**config.mk**
```make
export PLATFORM = sky130hd
export DESIGN_NAME = sar_serial_port
export DESIGN_NICKNAME = d
export VERILOG_FILES = /design/src/rtl/sar_serial_port.sv
export SDC_FILE = /design/constraint.sdc
export NUM_CORES = 1
export LEC_CHECK = 0
export BUFFER_PORTS_ARGS = -buffer_cell sky130_fd_sc_hd__buf_2
export CAP_MARGIN = 10
export CORE_ASPECT_RATIO = 1.2
export CORE_MARGIN = 2
export CORE_UTILIZATION = 52
export CTS_CLUSTER_SIZE = 28
export DETAILED_ROUTE_END_ITERATION = 8
export PLACE_DENSITY = 0.72
export SLEW_MARGIN = 20
export SYNTH_ARGS = -nofsm -noshare
export SYNTH_HDL_FRONTEND = slang
export SYNTH_SLANG_ARGS = --single-unit
```
**constraint.sdc**
```tcl
create_clock -name clk -period 2.5 [get_ports clk]
set_input_delay 0.5 -clock clk [delete_from_list [all_inputs] [get_ports clk]]
set_output_delay 0.5 -clock clk [all_outputs]
set_load 0.01 [all_outputs]
```
**src/rtl/sar_serial_port.sv**
```systemverilog
module sar_serial_port #(
  parameter int WIDTH       = 16,
  parameter int CONV_CYCLES = 71
) (
  input  logic             clk,
  input  logic             rst_n,
  input  logic             cnv_i,
  input  logic             sck_i,
  input  logic             sdi_i,
  input  logic [WIDTH-1:0] result_i,
  output logic             sdo_o,
  output logic             sdo_oe_o
);
  localparam int CW = $clog2(CONV_CYCLES + 1);
  localparam int BW = $clog2(WIDTH + 2);

  logic [2:0] cnv_p, sck_p;
  logic [1:0] sdi_p;
  logic cnv_s, sdi_s, cnv_rise, sck_fall, sel;
  logic chain, busy, flag;
  logic [CW-1:0] cnt;
  logic [BW-1:0] left;
  logic [WIDTH-1:0] sr;

  always_ff @(posedge clk or negedge rst_n)
    if (!rst_n) begin
      cnv_p <= '0;
      sck_p <= '0;
      sdi_p <= '0;
    end else begin
      cnv_p <= {cnv_p[1:0], cnv_i};
      sck_p <= {sck_p[1:0], sck_i};
      sdi_p <= {sdi_p[0], sdi_i};
    end

  assign cnv_s    = cnv_p[1];
  assign sdi_s    = sdi_p[1];
  assign cnv_rise = cnv_p[1] & ~cnv_p[2];
  assign sck_fall = ~sck_p[1] & sck_p[2];
  assign sel      = ~cnv_s | ~sdi_s;

  always_ff @(posedge clk or negedge rst_n)
    if (!rst_n) begin
      chain <= 1'b0;
      busy  <= 1'b0;
      flag  <= 1'b0;
      cnt   <= '0;
      left  <= '0;
      sr    <= '0;
    end else if (cnv_rise && !busy) begin
      chain <= ~sdi_s;
      busy  <= 1'b1;
      flag  <= 1'b0;
      cnt   <= CW'(CONV_CYCLES - 1);
      left  <= '0;
    end else if (busy) begin
      if (cnt == '0) begin
        busy <= 1'b0;
        sr   <= result_i;
        flag <= ~chain & sel;
        left <= (~chain & sel) ? BW'(WIDTH + 1) : BW'(WIDTH);
      end else begin
        cnt <= cnt - 1'b1;
      end
    end else if (sck_fall && (chain || (sel && left != '0))) begin
      if (flag) flag <= 1'b0;
      else      sr   <= {sr[WIDTH-2:0], sdi_s};
      if (left != '0) left <= left - 1'b1;
    end

  assign sdo_oe_o = chain | (sel & (busy | (left != '0)));
  assign sdo_o    = busy ? 1'b0 : (flag | sr[WIDTH-1]);
endmodule

```
==> results.md <==
* Status: finished clean
* Crit path kind: reg -> out
* Number of nets in the layout at roughly 210
* Pin count of the biggest net entering global routing at 40
* Final wirelength at 3550 um
* Port Buf Inserts at 22
* CTS tree: yes
* Die Y at 71.2 um
* Die area at 4280 um^2
* Register area share after synthesis at 49.8%
* Slew Viols, Final at 0
* FF-to-FF path depth at 7
* Most common cell after layout, fill and taps aside: dfrtp_1
* Fraction of registers with async set/reset at 100%
* Hold buffers post-CTS at 0
* Lkg Pwr at 0.976 nW
* Critical path peak fanout at 5
* Non-Filler Instances at 242
* Crit-path cells: inv_1 -> ha_1 -> or4b_4 -> o21ai_0 -> nand2b_1 -> buf_2
* Peak supply drop at ~0.00060 V
* Post-Syn Instances at about 160
* Antenna violations before repair at 0
* Area Growth Syn to Fin at 12.6%
* RePlAce Congestion at 0.797
* Yosys warns at 0
* Commonest cells after routing, fill and taps aside: dfrtp_1 (39), mux2_2 (23), buf_2 (22)
* Crit-path max cell delay at 0.50 ns
* TritonCTS buffer count at 5
* Crit Reg-Reg Endpoint: sr[12]
* Post-layout min period at between 2 and 2.5 ns
* Syn nets at 186
* Final setup violating endpoints at 0
* Worst path slowest cell: or4b_4
* Required @ worst endpoint at around 2.0 ns
* Row count at 24
* Mapped Avg Cell Area at 12.1 um^2
* Clk_lat worst skew at 0.29 ns
* GR Overflow Total at 0
* Worst Setup Start Kind: flip-flop
* Drt via density at 5.46
* Primary FF master, synth: dfrtp_1
* All-Layer GR Usage at a little under 20%
* R2r setup slk at 0.22 ns
* CP delay by family, top: simple AND/OR/NAND/NOR gates
* Die width at 60.0 um
* Critical Path End Type: primary output
* Worst Tran Pin Value at around 0.84 ns
* Initial DRT Pass Iterations at 4
* Final Util at 60.7%
* Placed Instances at 234
* #FFs+latches synth at 39
* Cell area after synthesis at 1960 um^2
* Vias in the first global route at 1361
* Max-cap violations at 0
* Crit share post-route at 94.5%
* Unique masters post-synth at 43
* Crit path arrival time at 1.86 ns
* Cell at the root of the clock tree: clkbuf_8
* DPL Wire Length at 2590 um
* Via count at 1322
* Setup TNS at 0 ns
* DRC viols at 0
* Top Ports at 23
* Share of cells above drive strength 1 at 38.9%
* Initial DRC Count at 33
* Core Footprint at 3630 um^2
* CP bufs+invs at 2
* Fmax at around 0.42 GHz
* Hold WC Path Type: in -> async
* Skew final at 0.00647 ns
* CTS Buffer Depth at 2
* Relative slew slack at 43.8%
* ANT cells at 0
* Starting Density at 53.9%
* R2r startpoint: left[0]
* Antenna viol nets, final at 0
* First-pass GRT wire length at roughly 6300 um
* RSZ-0062 raised after global routing: false
* Final hold vios at 0
* Number of synthesized flops with an enable pin at 0
* H-Tree Level Count at 2
* Drt wl/cell at 14.6 um
* CTS Sinks at 39
* Clk slew on worst S/H paths at 0.08 ns
* PD cells at 1250 nW/um^2
-- cell families (layout without fill, tap and decap cells) --
| logic type | count (synthesis) | count (layout) | share of synthesized area, % |
|---|---|---|---|
| AOI/OAI and AO/OA | 27 | 27 | 9.32 |
| xor gates and xnor gates | 1 | 1 | 0.447 |
| adders and majority gates | 3 | 3 | 1.92 |
| buffers and inverters | 12 | 40 | 3.96 |
| DFF | 39 | 39 | 49.8 |
| muxes | 34 | 34 | 21.4 |
| and+or+nand+nor | 46 | 46 | 13.2 |
-- flip-flops by register name, indices dropped and copies added (netlist names) --
| name | flops |
|---|---|
| busy | 1 |
| chain | 1 |
| cnt | 7 |
| cnv_p | 3 |
| flag | 1 |
| left | 5 |
| sck_p | 3 |
| sdi_p | 2 |
| sr | 16 |
-- power by group --
group / internal (mW) / total [mW] / switching (mW)
logic: 0.699 / 1.23 / 0.528
registers: 0.892 / 1.10 / 0.206
clock network: 0.194 / 0.423 / 0.229
-- through the flow --
stage	setup slack (ns)	instance area, um^2	power (mW)	hold WS [ns]
final	0.137	2210	2.75	0.307
after global routing	0.00709	2210	2.96	0.292
after CTS	0.125	2210	2.77	0.302
after detailed placement	0.272	2110	2.33	0.343
after global placement	0.333	2110	2.26	0.332
after floorplan	0.361	1960	2.11	0.204
-- synth_stat cells (2+ instances only) --
cell type | count | share of area, %
dfrtp_1 | 39 | 50
mux2_2 | 23 | 13
mux2_4 | 10 | 7.7
nand2_1 | 9 | 1.7
nor2_1 | 9 | 1.7
o21ai_0 | 8 | 2.0
a21oi_1 | 5 | 1.3
inv_1 | 5 | 0.96
nand2b_1 | 4 | 1.3
nor3_1 | 4 | 1.0
a31oi_1 | 3 | 0.96
ha_1 | 3 | 1.9
nand3_1 | 3 | 0.77
buf_6 | 2 | 1.1
clkbuf_1 | 2 | 0.38
nor2b_1 | 2 | 0.64
nor3b_1 | 2 | 0.77
nor4_1 | 2 | 0.64
o31ai_1 | 2 | 0.77
or3_1 | 2 | 0.64
-- layer usage --
layer	vias to the layer above	part of all wire [%]	track usage, %	wire (um)
met5	-	0	0	0
met4	0	2.1	8.89	73
met3	7	3.4	5.42	119
met2	28	51	31.9	1800
met1	652	44	24.1	1560
li1	635	-	-	-
-- worst max-delay path by stage --
| stage | start | to | slack [ns] | cells after the start |
|---|---|---|---|---|
| after global routing | left[0] | sdo_oe_o | 0.007 | 6 |
| after CTS | left[0] | sdo_oe_o | 0.12 | 6 |
| after detailed placement | left[0] | sr[7] | 0.27 | 7 |
| after global placement | left[0] | sdo_oe_o | 0.33 | 6 |
| after floorplan | cnt[4] | sr[10] | 0.36 | 7 |
| final | left[0] | sdo_oe_o | 0.14 | 6 |
-- cell type report --
cell class	count	area, um^2
Clock buffer	5	68.8
Clock inverter	3	20.0
Multi-Input combinational cell	111	910
Inverter	5	18.8
Fill cell	287	1430
Tap cell	52	65.1
Sequential cell	39	976
Timing Repair Buffer	27	148
-- timing repair --
item	4_1_cts	5_1_grt
endpoints found under the setup margin	1	0
setup buffers	0	0
resized for setup	1	0
(Power assumes the default switching activity.)
